### src/rtl/mbox_pkg.sv
package mbox_pkg;
  localparam logic [3:0] OFF_CMD      = 4'd0;
  localparam logic [3:0] OFF_CMD_LAST = 4'd1;
  localparam logic [3:0] OFF_FREE     = 4'd2;
  localparam logic [3:0] OFF_RSP_DATA = 4'd5;
  localparam logic [3:0] OFF_RSP_STAT = 4'd6;
  localparam logic [3:0] OFF_IRQ      = 4'd8;

  // strobes from register control to datapath
  typedef struct packed {
    logic cmdWrite;   // write hit a command push offset
    logic cmdLast;    // the push closes its packet
    logic rspPop;     // pop the response head (already gated by empty)
  } mbox_strobe_t;
endpackage

### src/rtl/mbox_fifo.sv
module mbox_fifo #(
  parameter int WIDTH = 32,
  parameter int DEPTH = 16
) (
  input  logic                         clk,
  input  logic                         rstN,
  input  logic                         push,
  input  logic                         pop,
  input  logic [WIDTH-1:0]             din,
  output logic [WIDTH-1:0]             dout,
  output logic [$clog2(DEPTH+1)-1:0]   count,
  output logic                         full,
  output logic                         empty
);
  localparam int CNT_W = $clog2(DEPTH + 1);
  localparam int PTR_W = $clog2(DEPTH);

  logic [WIDTH-1:0] mem [DEPTH];
  logic [PTR_W-1:0] wrPtr, rdPtr;
  logic doPush, doPop;

  function automatic logic [PTR_W-1:0] nextPtr(input logic [PTR_W-1:0] p);
    return (p == PTR_W'(DEPTH - 1)) ? '0 : p + 1'b1;
  endfunction

  assign full   = (count == CNT_W'(DEPTH));
  assign empty  = (count == '0);
  assign doPush = push && !full;
  assign doPop  = pop && !empty;
  assign dout   = mem[rdPtr];

  always_ff @(posedge clk) begin
    if (doPush) mem[wrPtr] <= din;
  end

  always_ff @(posedge clk) begin
    if (!rstN) begin
      wrPtr <= '0;
      rdPtr <= '0;
      count <= '0;
    end else begin
      if (doPush) wrPtr <= nextPtr(wrPtr);
      if (doPop)  rdPtr <= nextPtr(rdPtr);
      case ({doPush, doPop})
        2'b10:   count <= count + 1'b1;
        2'b01:   count <= count - 1'b1;
        default: count <= count;
      endcase
    end
  end

  assert_count_bound_R5: assert property (@(posedge clk) disable iff (!rstN)
    count <= CNT_W'(DEPTH));
  assert_full_refuses_push_R2: assert property (@(posedge clk) disable iff (!rstN)
    (full && push && !pop) |=> (full && $stable(wrPtr)));
  assert_empty_refuses_pop_R6: assert property (@(posedge clk) disable iff (!rstN)
    (empty && pop && !push) |=> (empty && $stable(rdPtr)));
endmodule

### src/rtl/mbox_ctrl.sv
module mbox_ctrl
  import mbox_pkg::*;
#(
  parameter int DATA_W = 32,
  parameter int ADDR_W = 4,
  parameter int CNT_W  = 5
) (
  input  logic                clk,
  input  logic                rstN,
  input  logic [ADDR_W-1:0]   regAddr,
  input  logic                regWrite,
  input  logic                regRead,
  input  logic [CNT_W-1:0]    freeLagged,
  input  logic [DATA_W-1:0]   rspHeadData,
  input  logic                rspHeadSop,
  input  logic                rspHeadEop,
  input  logic [CNT_W-1:0]    rspCount,
  input  logic                rspEmpty,
  output mbox_strobe_t        strobe,
  output logic [DATA_W-1:0]   regReadData,
  output logic                regReadValid
);
  localparam int PAD_STAT = DATA_W - CNT_W - 2;

  logic [DATA_W-1:0] readNext;
  logic hitCmd, hitLast;

  assign hitCmd  = (regAddr == ADDR_W'(OFF_CMD));
  assign hitLast = (regAddr == ADDR_W'(OFF_CMD_LAST));

  always_comb begin
    strobe.cmdWrite = regWrite && (hitCmd || hitLast);
    strobe.cmdLast  = hitLast;
    strobe.rspPop   = regRead && (regAddr == ADDR_W'(OFF_RSP_DATA)) && !rspEmpty;
  end

  always_comb begin
    readNext = '0;
    case (regAddr)
      ADDR_W'(OFF_FREE):     readNext = DATA_W'(freeLagged);
      ADDR_W'(OFF_RSP_DATA): readNext = rspEmpty ? '0 : rspHeadData;
      ADDR_W'(OFF_RSP_STAT): readNext = {{PAD_STAT{1'b0}}, rspCount,
                                         rspHeadEop && !rspEmpty,
                                         rspHeadSop && !rspEmpty};
      ADDR_W'(OFF_IRQ):      readNext = DATA_W'(!rspEmpty);
      default:               readNext = '0;
    endcase
  end

  always_ff @(posedge clk) begin
    if (!rstN) begin
      regReadData  <= '0;
      regReadValid <= 1'b0;
    end else begin
      regReadValid <= regRead;
      if (regRead) regReadData <= readNext;
    end
  end

  assert_read_valid_follows_R9: assert property (@(posedge clk) disable iff (!rstN)
    regRead |=> regReadValid);
  assert_read_valid_only_R9: assert property (@(posedge clk) disable iff (!rstN)
    !regRead |=> !regReadValid);
  assert_empty_data_zero_R6: assert property (@(posedge clk) disable iff (!rstN)
    (regRead && regAddr == ADDR_W'(OFF_RSP_DATA) && rspEmpty) |=> (regReadData == '0));
  assert_irq_bit_R8: assert property (@(posedge clk) disable iff (!rstN)
    (regRead && regAddr == ADDR_W'(OFF_IRQ)) |=> (regReadData[0] == $past(rspCount != '0)));
endmodule

### src/rtl/mbox_dpath.sv
module mbox_dpath
  import mbox_pkg::*;
#(
  parameter int DATA_W   = 32,
  parameter int DEPTH    = 16,
  parameter int FREE_LAG = 3,
  parameter int CNT_W    = 5
) (
  input  logic                clk,
  input  logic                rstN,
  input  mbox_strobe_t        strobe,
  input  logic [DATA_W-1:0]   regWriteData,
  output logic                cmdValid,
  input  logic                cmdReady,
  output logic [DATA_W-1:0]   cmdData,
  output logic                cmdLast,
  input  logic                rspValid,
  output logic                rspReady,
  input  logic [DATA_W-1:0]   rspData,
  input  logic                rspSop,
  input  logic                rspEop,
  output logic [CNT_W-1:0]    freeLagged,
  output logic [DATA_W-1:0]   rspHeadData,
  output logic                rspHeadSop,
  output logic                rspHeadEop,
  output logic [CNT_W-1:0]    rspCount,
  output logic                rspEmpty
);
  localparam int LAG_CNT_W = $clog2(FREE_LAG + 1);

  logic [CNT_W-1:0] cmdCount;
  logic cmdFull, cmdEmpty, cmdPush, cmdPop;
  logic rspFull, rspPush;
  logic [CNT_W-1:0] trueFree, nextFree, nextCount;
  logic [CNT_W-1:0] freeLag [FREE_LAG];

  assign cmdPush = strobe.cmdWrite && !cmdFull;
  assign cmdPop  = cmdValid && cmdReady;
  assign cmdValid = !cmdEmpty;

  mbox_fifo #(.WIDTH(DATA_W + 1), .DEPTH(DEPTH)) i_cmdFifo (
    .clk(clk), .rstN(rstN), .push(cmdPush), .pop(cmdPop),
    .din({strobe.cmdLast, regWriteData}), .dout({cmdLast, cmdData}),
    .count(cmdCount), .full(cmdFull), .empty(cmdEmpty));

  assign rspReady = !rspFull;
  assign rspPush  = rspValid && rspReady;

  mbox_fifo #(.WIDTH(DATA_W + 2), .DEPTH(DEPTH)) i_rspFifo (
    .clk(clk), .rstN(rstN), .push(rspPush), .pop(strobe.rspPop),
    .din({rspSop, rspEop, rspData}), .dout({rspHeadSop, rspHeadEop, rspHeadData}),
    .count(rspCount), .full(rspFull), .empty(rspEmpty));

  // free-space lag line, first stage loaded with the count after this edge
  assign trueFree  = CNT_W'(DEPTH) - cmdCount;
  assign nextCount = cmdCount + CNT_W'(cmdPush) - CNT_W'(cmdPop);
  assign nextFree  = CNT_W'(DEPTH) - nextCount;

  always_ff @(posedge clk) begin
    if (!rstN) freeLag[0] <= CNT_W'(DEPTH);
    else       freeLag[0] <= nextFree;
  end

  for (genvar s = 1; s < FREE_LAG; s++) begin : g_lag
    always_ff @(posedge clk) begin
      if (!rstN) freeLag[s] <= CNT_W'(DEPTH);
      else       freeLag[s] <= freeLag[s-1];
    end
  end

  assign freeLagged = freeLag[FREE_LAG-1];

  // checker: once the count has been steady long enough, the readback agrees
  logic [LAG_CNT_W-1:0] steadyCnt;
  always_ff @(posedge clk) begin
    if (!rstN) steadyCnt <= '0;
    else if (cmdPush || cmdPop) steadyCnt <= '0;
    else if (steadyCnt != LAG_CNT_W'(FREE_LAG)) steadyCnt <= steadyCnt + 1'b1;
  end

  assert_free_settles_R3: assert property (@(posedge clk) disable iff (!rstN)
    (steadyCnt == LAG_CNT_W'(FREE_LAG)) |-> (freeLagged == trueFree));
  assert_discard_when_full_R2: assert property (@(posedge clk) disable iff (!rstN)
    (cmdFull && strobe.cmdWrite && !cmdReady) |=> (cmdFull && $stable(cmdData)));
  assert_cmd_valid_holds_R4: assert property (@(posedge clk) disable iff (!rstN)
    (cmdValid && !cmdReady) |=> (cmdValid && $stable(cmdData) && $stable(cmdLast)));
  assert_no_overflow_R5: assert property (@(posedge clk) disable iff (!rstN)
    (!rspReady && !strobe.rspPop) |=> (!rspReady && $stable(rspCount)));
endmodule

### src/rtl/mbox_bridge.sv
module mbox_bridge
  import mbox_pkg::*;
#(
  parameter int DATA_W   = 32,
  parameter int ADDR_W   = 4,
  parameter int DEPTH    = 16,
  parameter int FREE_LAG = 3
) (
  input  logic                clk,
  input  logic                rstN,
  input  logic [ADDR_W-1:0]   regAddr,
  input  logic                regWrite,
  input  logic [DATA_W-1:0]   regWriteData,
  input  logic                regRead,
  output logic [DATA_W-1:0]   regReadData,
  output logic                regReadValid,
  output logic                cmdValid,
  input  logic                cmdReady,
  output logic [DATA_W-1:0]   cmdData,
  output logic                cmdLast,
  input  logic                rspValid,
  output logic                rspReady,
  input  logic [DATA_W-1:0]   rspData,
  input  logic                rspSop,
  input  logic                rspEop
);
  localparam int CNT_W = $clog2(DEPTH + 1);

  mbox_strobe_t strobe;
  logic [CNT_W-1:0] freeLagged, rspCount;
  logic [DATA_W-1:0] rspHeadData;
  logic rspHeadSop, rspHeadEop, rspEmpty;

  mbox_ctrl #(.DATA_W(DATA_W), .ADDR_W(ADDR_W), .CNT_W(CNT_W)) i_ctrl (
    .clk(clk), .rstN(rstN), .regAddr(regAddr), .regWrite(regWrite), .regRead(regRead),
    .freeLagged(freeLagged), .rspHeadData(rspHeadData), .rspHeadSop(rspHeadSop),
    .rspHeadEop(rspHeadEop), .rspCount(rspCount), .rspEmpty(rspEmpty),
    .strobe(strobe), .regReadData(regReadData), .regReadValid(regReadValid));

  mbox_dpath #(.DATA_W(DATA_W), .DEPTH(DEPTH), .FREE_LAG(FREE_LAG), .CNT_W(CNT_W)) i_dpath (
    .clk(clk), .rstN(rstN), .strobe(strobe), .regWriteData(regWriteData),
    .cmdValid(cmdValid), .cmdReady(cmdReady), .cmdData(cmdData), .cmdLast(cmdLast),
    .rspValid(rspValid), .rspReady(rspReady), .rspData(rspData), .rspSop(rspSop),
    .rspEop(rspEop), .freeLagged(freeLagged), .rspHeadData(rspHeadData),
    .rspHeadSop(rspHeadSop), .rspHeadEop(rspHeadEop), .rspCount(rspCount),
    .rspEmpty(rspEmpty));
endmodule

### config.mk
export PLATFORM = sky130hd
export DESIGN_NAME = mbox_bridge
export DESIGN_NICKNAME = d
export VERILOG_FILES = /design/src/rtl/mbox_pkg.sv /design/src/rtl/mbox_fifo.sv /design/src/rtl/mbox_ctrl.sv /design/src/rtl/mbox_dpath.sv /design/src/rtl/mbox_bridge.sv
export SDC_FILE = /design/constraint.sdc
export NUM_CORES = 1
export LEC_CHECK = 0
export BUFFER_PORTS_ARGS = -buffer_cell sky130_fd_sc_hd__buf_2
export CAP_MARGIN = 20
export CORE_MARGIN = 10
export CORE_UTILIZATION = 35
export CTS_BUF_LIST = sky130_fd_sc_hd__clkbuf_4
export DETAILED_ROUTE_END_ITERATION = 8
export PLACE_DENSITY_LB_ADDON = 0.25
export RECOVER_POWER = 50
export SLEW_MARGIN = 20
export SYNTH_ARGS = -nofsm -noshare
export SYNTH_HDL_FRONTEND = slang
export SYNTH_SLANG_ARGS = --single-unit
### constraint.sdc
create_clock -name clk -period 8.55 [get_ports clk]
set_input_delay 0.4275 -clock clk [delete_from_list [all_inputs] [get_ports clk]]
set_output_delay 0.4275 -clock clk [all_outputs]
set_load 0.02 [all_outputs]
# After elaboration in Yosys (flattened, before gate mapping)
# Memories as Yosys holds them, arrays and structs flattened. A register that Yosys moved wholly into a read port is not among the register bits.
# Cells that the tools add are included.
# totals
input_bits	76
output_inout_bits	68
ff_bits	59
memories	3
ramBits	1087
# classes
n_mux	21
eq_ne	15
bitwise	3
addsub	11
reduce_logical	22
# mem_list
memory	depth	word_bits	read_ports	rd_clocked_by_memory_dff	wr	line	rtl
i_dpath.i_rspFifo.mem	16	34	1	1	1	mbox_fifo.sv:18	logic [WIDTH-1:0] mem [DEPTH];
i_dpath.i_cmdFifo.mem	16	33	1	1	1	mbox_fifo.sv:18	
i_dpath.freeLag	3	5	3	0	3	mbox_dpath.sv:35	logic [CNT_W-1:0] freeLag [FREE_LAG];
# op_table
operator	count
$pmux W32 S4	1
$mux W32	1
$mux W4	8
$eq A4 B4 Y1 const B	5
$pmux W5 S2	2
$add A4 B1 Y4 const B	4
$mux W5	3
$logic_and A1 B1 Y1	12
$add A5 B1 Y5 const B	2
$eq A5 B5 Y1 const B	2
$logic_not A5 Y1	2
$sub A5 B1 Y5 const B	2
$eq A4 B3 Y1 const B	2
$mux W1	6
$add A5 B1 Y5	1
$sub A5 B1 Y5	1
$sub A5 B5 Y5 const A	1
$eq A2 B1 Y1 const B	2
$eq A2 B2 Y1 const B	2
$eq A4 B1 Y1 const B	1
$eq A4 B2 Y1 const B	1
$logic_not A1 Y1	4
$logic_not A4 Y1	1
$reduce_bool A2 Y1	2
other kinds (2)	4

# Depth between registers and ports, before layout
# Gate-level depths: netlist of the first run.
# depth
word_depth	8
ltp_mapped	14

# Cells and area by module
# A second synthesis of the first run with hierarchy kept.
# unflattened
cells_unflattened	1953
area_unflattened_um2	44193.6
# modules_own_cells
module	seq_area_each_um2	area_per_inst_um2	n_inst	cells_each
mbox_fifo at i_dpath.i_rspFifo	16676.0	21393.0	1	874
mbox_fifo at i_dpath.i_cmdFifo	16195.5	20789.9	1	853
mbox_ctrl	660.6	1446.4	1	174
mbox_dpath	300.3	564.3	1	52

# Worst setup path after synthesis of the first run
# Ideal clock, no wire load.
# synth_timing
path_type	reg2reg
startpoint	register i_dpath.i_cmdFifo.count[2]
endpoint	memory i_dpath.i_cmdFifo.mem[3][0] (netlist bit), enable pin
stages_incl_launch_ff	8
slack_ps	4135
n_path_buf	1
synth_period_minus_slack_ps	4415
arrival_time_ps	3951
cell_sequence	dfxtp_1 clkbuf_1 inv_1 ha_1 nor3b_1 a21oi_2 nand2_1 nor3_1
# synth_between
elab_chain_len	6
# synth_lines
item	line	rtl
start, declared	mbox_fifo.sv:11	output logic [$clog2(DEPTH+1)-1:0] count,
start signal, assigned	mbox_fifo.sv:45	2'b10: count <= count + 1'b1;
start signal, assigned	mbox_fifo.sv:46	2'b01: count <= count - 1'b1;
start signal, assigned	mbox_fifo.sv:47	default: count <= count;
$eq A5 B5 Y1 (*)	mbox_fifo.sv:26	assign full = (count == CNT_W'(DEPTH));
$logic_not A1 Y1 (*)	mbox_fifo.sv:28, mbox_dpath.sv:37	
$logic_and A1 B1 Y1	mbox_dpath.sv:37	assign cmdPush = strobe.cmdWrite && !cmdFull;
$logic_and A1 B1 Y1 (*)	mbox_fifo.sv:28	assign doPush = push && !full;
via i_dpath.i_cmdFifo.doPush	mbox_fifo.sv:20	logic doPush, doPop;
$mux W1 (*)	mbox_fifo.sv:33	if (doPush) mem[wrPtr] <= din;
$mux W1 (not written as such) (*)	mbox_fifo.sv:33	
end, declared	mbox_fifo.sv:18	
# The timed path passes the listed nets; every way through them passes the cells marked *.

# Worst setup path in the final report of the first run
# layout_timing
startpoint	register i_dpath.i_rspFifo.count[2]
endpoint	register i_dpath.i_rspFifo.count[4]
# layout_between
elab_chain_len	6
word_cells_on_any_way	14
classes_between	add/sub (2); eq/ne (3); mux (1); reduce/logical (8)
# layout_lines
item	line	rtl
start, declared	mbox_fifo.sv:11	
start signal, assigned	mbox_fifo.sv:45	
start signal, assigned	mbox_fifo.sv:46	
start signal, assigned	mbox_fifo.sv:47	
$eq A5 B5 Y1 or $logic_not A5 Y1 (tied branches)	mbox_fifo.sv:26, mbox_fifo.sv:27	
$logic_not A1 Y1 (on tied branches)	--	
$logic_and A1 B1 Y1 (on tied branches)	mbox_dpath.sv:47, mbox_ctrl.sv:34	
$logic_and A1 B1 Y1 (on tied branches)	mbox_fifo.sv:28, mbox_fifo.sv:29	
$eq A2 B1 Y1 or $eq A2 B2 Y1 (tied branches)	mbox_fifo.sv:44	case ({doPush, doPop})
$pmux W5 S2 or $reduce_bool A2 Y1 (tied branches)	--	
# Parallel ways exist; a longest one is shown, timed or not.
# A chain may end at the register's enable or synchronous reset.

==> summary.md, run 1 <==
| Metric | Value |
|---|---|
| Hold path startpoint | regRead |
| Die Span Y | between 300 and 400 um |
| Pin count of the biggest net entering global routing | 100 |
| Initial antenna violation count | 14 |
| Sequential cell area fraction in the yosys report | 0.771 |
| Rel. slew slack | -1.31 |
| Final ANT Viol Nets | 0 |
| Number of synthesis warnings | 0 |
| DR iter-0 viols | 1552 |
| Max FO, Critical Path | 34 |
| Final Cell Area | ~52000 um^2 |
| GP Congestion | ~0.74 |
| Final setup vio count | 0 |
| Nets@finish | 2530 |
| Syn_nets | between 2k and 2.5k |
| Hold WC Path Type | input port to register |
| Synth Area per Inst | between 20 and 25 um^2 |
| Yosys reg bits | approximately 1.2k |
| Critical path start-end classification | register to register |
| Mapped Area | approximately 44000 um^2 |
| Crit path time final | 4.89 ns |
| Clock latency on the worst-skew pair | approximately 1.2 ns |
| Ys async rst share | 0 |
| Post-CTS Setup Bufs | 0 |
| Slowest stage delay, CP | around 1.8 ns |
| CTS tree | yes |
| Tcrit/Tclk final | 0.572 |
| Slew Viols, Final | between 100 and 150 |
| Hold buffers post-CTS | 96 |
| Wire length per cell | ~24 um |
| Residual DRC | 0 |
| CP max-delay cell | clkbuf_1 |
| R2R depth | 12 |
| Hold endpoint | i_ctrl.regReadData[0] |
| Starting Density | 0.354 |
| Post-Syn Instances | between 1.5k and 2k |
| First-pass GRT wire length | 155 mm |
| Via count | approximately 22k |
| Critical Path End Type | register |
| Critical Path Source Type | register |
| # rows | 129 |
| Port Buffers | 143 |
| Total wire length | around 100 mm |
| Core area | about 120000 um^2 |
| Netlist cell types | 58 |
| # resized after CTS | 0 |
| Gr usage total | 0.149 |
| Share of layout cells above drive strength 1 | 0.356 |
| Number of I/O pins | 144 |
| Crit path required time | between 9 and 10 ns |
| CP Data Arrival Time | about 6 ns |
| Vias in the first global route | ~24k |
| Run status | finished, violations left |
| Clock slew seen by the registers of the worst setup and hold paths | roughly 0.06 ns |
| Skew final | roughly 0.086 ns |
| Worst-path cell chain | nor4_1 > a21boi_4 > clkbuf_1 > and2_0 > ha_1 > inv_1 > fa_1 > nor2b_1 > o21ai_0 > and3_1 > or4_1 > a21oi_1 |
| Setup WS post-layout | 3.66 ns |
| TritonRoute pass-1 iters | 5 |
| Dpl ws | ~4.5 ns |
| F_max | between 0.2 and 0.25 GHz |
| Post-synth EDFFs | around 1.1k |
| Area growth, synth to finish | 17.4% |
| Fill cells | between 10k and 15k |
| Die Wd | ~370 um |
| VDD IR max | 0.000146 V |
| Final HPWL DP | between 50 and 60 mm |
| Crit path buf inv count | 2 |
| Clock Tree Root | clkbuf_4 |
| Worst R2R Setup Slack | 3.66 ns |
| Pwr Density | 232 nW/um^2 |
| Setup TNS | 0 ns |
| Failing checks | capacitance limit, slew limit |
| Static leakage | 16.0 nW |
| Worst r2r src | i_dpath.i_rspFifo.count[2] |
| Placement Cell Area | 46900 um^2 |
| GRT overflow | 0 |
| Longest Clk Path Bufs | 4 |
| RR Endpoint | i_dpath.i_rspFifo.count[4] |
| Vias per cell | between 5 and 6 |
| Max-cap violations | 5 |
| Post-synth top flop | edfxtp_1 |
| RSZ-0062 raised after global routing | false |
| Worst slew pin tran | 3.45 ns |
| Hold Crit Depth | 5 |
| TritonCTS Buffers | ~320 |
| CTS H-Tree Depth | 5 |
| Die area | approximately 140000 um^2 |
| Count of final hold-check violations | 0 |
| CTS sink cnt | about 1.2k |
| Fin Hold WS | around 0.29 ns |
| Family with the most delay on the worst path | buffers and inverters |
worst min-delay path: stages:
cell and delay [ns]:
dlygate4sd3_1 0.53, buf_2 0.22, o311ai_0 0.12, a211oi_1 0.06, nor2_1 0.10
synth_stat cells, drive strengths merged, types with 3 or more instances:
cell / count / share of area
a21boi: 4 / 0.00068
a21o: 4 / 0.00068
a21oi: 27 / 0.0032
a221oi: 4 / 0.00080
a31oi: 7 / 0.0010
a32o: 25 / 0.0057
and2: 11 / 0.0016
buf: 43 / 0.0054
clkbuf: 61 / 0.0052
dfxtp: 82 / 0.037
edfxtp: 1072 / 0.73
ha: 22 / 0.0063
inv: 22 / 0.0019
mux2i: 16 / 0.0036
mux4: 327 / 0.17
nand2: 39 / 0.0033
nand2b: 10 / 0.0014
nand3: 6 / 0.00068
nand3b: 3 / 0.00051
nand4: 3 / 0.00043
nor2: 55 / 0.0047
nor2b: 7 / 0.0010
nor3: 12 / 0.0014
nor3b: 3 / 0.00051
nor4b: 3 / 0.00060
o21ai: 11 / 0.0013
or3: 3 / 0.00043
xnor2: 6 / 0.0012
xor2: 6 / 0.0012
placed cells by master (no fill, tap or decap), drive strengths merged, types with 4 or more instances in the layout:
cell and count:
inv 25, a32o 25, a21oi 27, nor2 55, nand3 6, xnor2 6
nor3 12, dfxtp 82, buf 92, mux2i 16, a31oi 7, nor2b 7
nand2b 10, a21o 4, a221oi 4, and2 11, xor2 6, o21ai 11
nand2 39, edfxtp 1072, ha 22, a21boi 4, diode 6, dlygate4sd3 96
bufinv 4, mux4 327, clkbuf 559, clkinv 74
power breakdown:
| part | leakage, nW | internal (mW) | switching, mW |
|---|---|---|---|
| combinational | 3.37 | 0.463 | 0.447 |
| sequential | 10.3 | 6.22 | 0.0763 |
| clock | 2.33 | 2.58 | 2.19 |
| total | 16.0 | 9.26 | 2.71 |
layer usage:
layer	share of wire	track usage	vias to the layer above
met2	0.51	0.254	728
li1	-	-	9354
met1	0.41	0.181	11639
met3	0.053	0.0345	225
met5	0.00054	0	-
met4	0.028	0.0623	14
cell type report:
class | instances | area (um^2) | area share
Sequential cell | 1154 | 33900 | 0.657
Multi-Input combinational cell | 646 | 9740 | 0.189
Clock buffer | 459 | 3450 | 0.0668
Inverter | 22 | 82.6 | 0.00160
Clock inverter | 81 | 429 | 0.00833
Tap cell | 1637 | 2050 | 0.0397
Timing Repair Buffer | 288 | 1930 | 0.0374
Antenna cell | 6 | 15.0 | 0.000291
through the flow:
stage | util | cells | total power, mW
floorplan | - | 1926 | 7.04
global route | 0.415 | 4289 | 12.6
CTS | 0.417 | 4287 | 12.2
global placement | 0.378 | 3651 | 7.30
finish | 0.415 | 4293 | 12.0
detailed placement | 0.378 | 3651 | 7.32
registers in the layout (all words and copies together), names as in the netlist, named ones only:
name	count
i_dpath.i_cmdFifo.count	5
i_dpath.i_rspFifo.wrPtr	4
i_dpath.i_rspFifo.count	5
i_dpath.i_cmdFifo.mem	528
i_dpath.i_cmdFifo.wrPtr	4
i_dpath.i_rspFifo.mem	544
i_dpath.freeLag	15
i_dpath.i_cmdFifo.rdPtr	4
i_dpath.i_rspFifo.rdPtr	4
i_ctrl.regReadData	32
i_ctrl.regReadValid	1
worst max-delay path by stage:
| stage | start | end | slack, ns | depth (start not counted) |
|---|---|---|---|---|
| 4_1_cts | register | cmdData[23] | 3.57 | 4 |
| 5_1_grt | i_dpath.i_rspFifo.count[2] | i_dpath.i_rspFifo.count[4] | 3.38 | 12 |
| 3_5_place_dp | regAddr[3] | i_dpath.i_rspFifo.count[4] | 4.50 | 13 |
| 6_report | i_dpath.i_rspFifo.count[2] | i_dpath.i_rspFifo.count[4] | 3.66 | 12 |
| 2_1_floorplan | i_dpath.i_cmdFifo.count[2] | i_dpath.i_cmdFifo.mem[3][0] | 4.14 | 7 |
| 3_3_place_gp | regAddr[3] | i_dpath.i_rspFifo.count[4] | 4.58 | 13 |
kinds of logic (layout without fill, tap and decap cells):
family,count (synthesis),in the layout,share of synthesized area
compound gates,101,101,0.0170
xor+xnor,12,12,0.00239
fa+ha+maj,24,24,0.00718
buf+inv,126,850,0.0125
flops,1154,1154,0.771
mux,345,345,0.172
other cells,0,6,0
simple gates,164,164,0.0186
(Power assumes the default switching activity.)
==> inputs of run 2 (changes only) <==
- clock period: 8.55 -> 4.5 ns (I/O delays scaled with it)
==> run 2 against run 1 <==
Utilization up 0.75 points. Critical path type unchanged. Clock-buffer cell count grew 24. Maximum frequency increased by 25%. First-iteration DRC count grew 8.8%. Wire length fell by 0.28%. Setup slack worse by 3.1 ns. The flow still finishes with violations (capacitance limit, slew limit). Die area stayed put. Cell count up 1.8%. Final area is 1.8% higher. Highest routed layer unchanged. Hold slack got worse by 0.097 ns. Sequential power grew 89%.
==> summary.md, run 2 (synthesis results as in run 1) <==
| Metric | Value |
|---|---|
| Tcrit/Tclk final | 0.872 |
| Die Wd | approximately 370 um |
| Total wire length | 104 mm |
| Run status | finished, violations left |
| # rows | approximately 130 |
| Critical Path End Type | register |
| GRT overflow | 0 |
| Failing checks | capacitance limit, slew limit |
| GP Congestion | about 0.74 |
| CP max-delay cell | dlygate4sd3_1 |
| Residual DRC | 0 |
| TritonRoute pass-1 iters | 5 |
| Critical Path Source Type | register |
| Crit path time final | about 3.9 ns |
| Area occupied by multi-input gates | between 9000 and 10000 um^2 |
| Met3 routed WL | around 6.6 mm |
| Share of layout cells above drive strength 1 | 0.382 |
| Final ANT Viol Nets | 0 |
| Clock latency on the worst-skew pair | roughly 1.2 ns |
| Crit path required time | 5.63 ns |
| F_max | approximately 0.25 GHz |
| Hold buffers post-CTS | around 160 |
| Met1 WL | 41.8 mm |
| Core area | between 100000 and 150000 um^2 |
| Number of I/O pins | roughly 140 |
| VDD IR max | between 0.0002 and 0.0003 V |
| Rel. slew slack | -0.585 |
| CP Data Arrival Time | 5.05 ns |
| Vias per cell | 5.08 |
| Longest Clk Path Bufs | 4 |
| Top layer used by detailed routing | met5 |
| DR iter-0 viols | about 1.7k |
| Biggest regs | i_dpath.i_rspFifo.mem: 544 flops, i_dpath.i_cmdFifo.mem: 528 flops, i_ctrl.regReadData: 32 flops |
| Die Span Y | between 300 and 400 um |
| CTS H-Tree Depth | 5 |
| Reg area | around 34000 um^2 |
| Skew final | 0.112 ns |
| Commonest non-fill, non-tap cell in the layout | edfxtp_1 |
| Placed insts | ~3.7k |
| Max FO, Critical Path | 12 |
| Fill cells | 10.9k |
| Slew Viols, Final | 32 |
| Nets@finish | 2610 |
| Die area | about 140000 um^2 |
| Max FFs per register | about 540 |
| Overall power | 22.8 mW |
| Setup TNS | 0 ns |
| Pin count of the biggest net entering global routing | 62 |
| Final setup vio count | 0 |
| Pwr Density | ~430 nW/um^2 |
| Commonest non-fill, non-tap cells in the layout | edfxtp_1 (1072), clkbuf_4 (483), mux4_2 (327) |
| Hold WC Path Type | input port to register |
| Gr usage total | 0.148 |
| Count of final hold-check violations | 0 |
| TritonCTS Buffers | approximately 320 |
| # resized after CTS | 0 |
| Metal2 WL | 53.2 mm |
| Via count | around 22k |
| Clock Tree Root | clkbuf_4 |
| Worst-path cell chain | inv_1 > ha_1 > or4b_1 > o211ai_2 > dlygate4sd3_1 > xnor2_1 > ha_1 > a21oi_1 > o21ai_0 > a211o_1 > a21oi_1 > dlygate4sd3_1 > mux2i_1 |
| CTS sink cnt | roughly 1.2k |
| Max-cap violations | 2 |
| Static leakage | around 17 nW |
| CTS tree | yes |
| Vias in the first global route | 24.1k |
| Port Buffers | around 140 |
| RSZ-0062 raised after global routing | false |
| Clock slew seen by the registers of the worst setup and hold paths | about 0.070 ns |
| Finished Layout Cells | about 4.4k |
| Worst slew pin tran | about 2.4 ns |
| Area growth, synth to finish | 19.5% |
| Initial antenna violation count | 14 |
| Final HPWL DP | around 55 mm |
| First-pass GRT wire length | about 160 mm |
| Slowest stage delay, CP | 0.69 ns |
| Starting Density | 0.354 |
| Critical path start-end classification | register to register |
| Wire length per cell | approximately 24 um |
| Post-CTS Setup Bufs | 0 |
| Top reg by flops | i_dpath.i_rspFifo.mem |
[run 2: changes by cell type in the layout (fill, tap and decap cells not counted), moves of 4 or more]
| cell | change |
|---|---|
| buf_4 | +10 |
| buf_12 | +10 |
| clkinv_1 | -25 |
| clkbuf_4 | +24 |
| dlygate4sd3_1 | +63 |
| clkbuf_1 | -59 |
| buf_2 | +55 |
| bufinv_16 | -4 |
[run 2: final timing paths]
kind                                    from                         end  depth (start not counted)  slack [ns]
hold / removal                       regRead                    register                          5        0.19
setup reg to reg  i_dpath.i_cmdFifo.count[2]  i_dpath.i_cmdFifo.count[4]                         13        0.58
setup / recovery  i_dpath.i_cmdFifo.count[2]  i_dpath.i_cmdFifo.count[4]                         13        0.58
hold reg to reg        i_dpath.freeLag[0][4]       i_dpath.freeLag[1][4]                          1        0.41
[run 2: metal layers]
metal | global-route usage | up-vias
met5 | 0 | -
met4 | 0.0594 | 10
met3 | 0.0387 | 227
met2 | 0.249 | 749
met1 | 0.181 | 11679
li1 | - | 9540
[run 2: stage by stage]
stage	setup WS (ns)	util	hold slack (ns)	area (um^2)
after global routing	0.245	0.423	0.117	52500
final	0.575	0.423	0.188	52500
after floorplan	0.0853	-	0.324	43900
after global placement	1.22	0.380	0.408	47100
after CTS	0.420	0.423	0.0116	52600
after detailed placement	1.22	0.380	0.399	47100
[run 2: critical path: cells and delay by family (launching register included)]
kind / cells / cell delay (ns)
AO/OA/AOI/OAI: 5 / 0.84
buffers and inverters: 3 / 1.42
AND/OR/NAND/NOR: 1 / 0.52
flip-flops: 1 / 0.41
XOR/XNOR: 1 / 0.10
adder cells (fa/ha/maj): 2 / 0.41
multiplexers: 1 / 0.17
[run 2: layout make-up]
cell class | instances | share of cell area
timing repair buffer | 368 | 0.0552
sequential | 1154 | 0.645
clock inverter | 53 | 0.00405
multi-input combinational | 646 | 0.186
clock buffer | 483 | 0.0691
tap | 1637 | 0.0390
inverter | 22 | 0.00157
antenna | 7 | 0.000334
[run 2: where the power goes]
part           leakage (nW)  internal (mW)  switching (mW)
Sequential             10.3           11.8          0.0869
Clock                  2.35           4.85            4.10
Combinational          3.93          0.943           0.951
Total                  16.6           17.6            5.14
==> inputs of run 3 (changes only) <==
- CORE_UTILIZATION: 35 -> 64
==> run 3 against run 2 <==
The run still ends with capacitance limit, slew limit left. Combinational power down 4%. Via count down 0.22%. Critical path depth down 6. Clock-buffer cell count down 63. Global-route usage up 10 points. Utilization up 33 points. Hold slack better by 0.023 ns. Non-clock buffer count down 36. Sequential cell count unchanged. Wire length down 7.8%. Setup slack worse by 0.14 ns. Critical path type unchanged. Largest cell class unchanged. Largest power group unchanged.
==> summary.md, run 3 (synthesis results as in run 1) <==
| Metric | Value |
|---|---|
| Run status | finished, violations left |
| Failing checks | capacitance limit, slew limit |
| F_max | 0.246 GHz |
| Static leakage | between 15 and 20 nW |
| Pin count of the biggest net entering global routing | between 50 and 60 |
| Hold WC Path Type | input port to register |
| Metal2 WL | roughly 51 mm |
| Hold buffers post-CTS | 129 |
| Nets@finish | 2550 |
| Post-CTS Setup Bufs | 0 |
| Critical Path Source Type | register |
| Die Wd | between 200 and 300 um |
| Count of final hold-check violations | 0 |
| Skew final | 0.0972 ns |
| Placed insts | 2897 |
| Family with the most delay on the worst path | buffers and inverters |
| Crit path required time | 5.46 ns |
| Number of I/O pins | roughly 140 |
| Internal power | roughly 17 mW |
| Die area | 79500 um^2 |
| TritonRoute pass-1 iters | 7 |
| Vias in the first global route | roughly 24k |
| Wire length per cell | 27.2 um |
| Port Buffers | approximately 140 |
| Hold Crit Depth | 4 |
| Fin Hold WS | approximately 0.21 ns |
| Sequential share of power | 0.539 |
| Tcrit/Tclk final | 0.903 |
| Worst r2r src | i_dpath.i_rspFifo.count[0] |
| TritonCTS Buffers | approximately 290 |
| Crit path buf inv count | 2 |
| Vias per cell | about 6.3 |
| # rows | 95 |
| Commonest non-fill, non-tap cells in the layout | edfxtp_1 (1072), clkbuf_4 (420), mux4_2 (327) |
| CP max-delay cell | clkbuf_1 |
| Comb pwr share | 0.082 |
| Crit path time final | roughly 4.1 ns |
| Setup TNS | 0 ns |
| RR Endpoint | i_ctrl.regReadData[1] |
| Met1 WL | between 30 and 40 mm |
| Rel. slew slack | -0.646 |
| Starting Density | 0.649 |
| CTS H-Tree Depth | 5 |
| Max FO, Critical Path | 33 |
| Final ANT Viol Nets | 0 |
| Final setup vio count | 0 |
| Commonest non-fill, non-tap cell in the layout | edfxtp_1 |
| VDD IR max | around 0.00050 V |
| Biggest regs | i_dpath.i_rspFifo.mem: 544 flops, i_dpath.i_cmdFifo.mem: 528 flops, i_ctrl.regReadData: 32 flops |
| Hold path startpoint | regRead |
| Switching part of the total | 0.226 |
| Clock slew seen by the registers of the worst setup and hold paths | roughly 0.070 ns |
| Slew Viols, Final | 62 |
| Met3 routed WL | 7.20 mm |
| Slowest stage delay, CP | 0.98 ns |
| Critical path start-end classification | register to register |
| Longest Clk Path Bufs | 4 |
| DR iter-0 viols | ~2.1k |
| GP Congestion | around 0.81 |
| Total stage count of the critical path | 7 |
| Die Span Y | around 280 um |
| Final HPWL DP | about 50 mm |
| Switching power total | ~5 mW |
| CTS sink cnt | ~1.2k |
| # resized after CTS | 0 |
| Residual DRC | 0 |
| Max FFs per register | approximately 540 |
| Finished Layout Cells | 3530 |
| Worst slew pin tran | around 2.5 ns |
| Clk pwr share | 0.378 |
| Critical Path End Type | register |
| Via count | 22.2k |
| Top reg by flops | i_dpath.i_rspFifo.mem |
| Total wire length | approximately 96 mm |
| Hold endpoint | i_ctrl.regReadData[0] |
| Core area | roughly 68000 um^2 |
| Gr usage total | 0.248 |
| GRT overflow | 0 |
| Top layer used by detailed routing | met5 |
| Clock latency on the worst-skew pair | approximately 1.2 ns |
| CTS tree | yes |
| CP Data Arrival Time | about 5 ns |
| Final Util | 0.750 |
| Worst R2R Setup Slack | between 0.4 and 0.5 ns |
| Clock Tree Root | clkbuf_4 |
| Fill cells | ~3.7k |
| Area growth, synth to finish | 15.5% |
| Share of layout cells above drive strength 1 | 0.348 |
| Initial antenna violation count | 4 |
| Pwr Density | about 440 nW/um^2 |
| RSZ-0062 raised after global routing | false |
| R2R depth | 7 |
| Worst-path cell chain | nor4_1 > a21boi_4 > clkbuf_1 > nor3b_1 > a31oi_1 > a41oi_1 > dlygate4sd3_1 |
| Max-cap violations | 3 |
| First-pass GRT wire length | between 100 and 150 mm |
[run 3: routing by layer]
layer	vias up	GRT usage
li1	9397	-
met1	11518	0.314
met2	1054	0.423
met3	183	0.0463
met4	4	0.102
met5	-	0
[run 3: through the flow]
step	power, mW	setup slack [ns]	area, um^2
2_1_floorplan	13.4	0.0853	43900
3_3_place_gp	13.9	1.34	46000
3_5_place_dp	13.9	1.16	46000
4_1_cts	22.3	0.458	50800
5_1_grt	23.0	0.272	50700
6_report	22.1	0.438	50700
[run 3: power by group through the flow]
stage / Combinational, mW / Sequential, mW / Clock (mW)
finish: 1.82 / 11.9 / 8.37
global route: 1.96 / 12.0 / 9.11
CTS: 1.86 / 11.9 / 8.51
detailed placement: 1.75 / 12.2 / 0
global placement: 1.70 / 12.2 / 0
floorplan: 1.29 / 12.1 / 0
[run 3: worst register-to-register path, delay by kind of cell (launching register included)]
kind | cells | cell delay, ns
AND/OR/NAND/NOR | 2 | 1.34
flip-flops | 1 | 0.36
AO/OA/AOI/OAI | 3 | 0.70
buffers and inverters | 2 | 1.57
[run 3: final cells by class]
| class | count | area [um^2] | area share |
|---|---|---|---|
| Clock inverter | 76 | 354 | 0.00698 |
| Clock buffer | 420 | 3150 | 0.0622 |
| Multi-Input combinational cell | 646 | 9720 | 0.192 |
| Inverter | 22 | 82.6 | 0.00163 |
| Tap cell | 873 | 1090 | 0.0215 |
| Timing Repair Buffer | 332 | 2440 | 0.0482 |
| Antenna cell | 7 | 17.5 | 0.000345 |
| Sequential cell | 1154 | 33900 | 0.668 |
[run 3: worst max-delay path by stage]
stage | startpoint | endpoint
after floorplan | i_dpath.i_cmdFifo.count[2] | i_dpath.i_cmdFifo.mem[3][0]
after global placement | i_dpath.i_cmdFifo.count[2] | i_dpath.i_cmdFifo.mem[12][14]
after detailed placement | i_dpath.i_cmdFifo.count[2] | i_dpath.i_cmdFifo.mem[5][11]
after CTS | register | cmdData[8]
after global routing | i_dpath.i_cmdFifo.count[2] | i_dpath.i_cmdFifo.count[4]
final | i_dpath.i_rspFifo.count[0] | i_ctrl.regReadData[1]
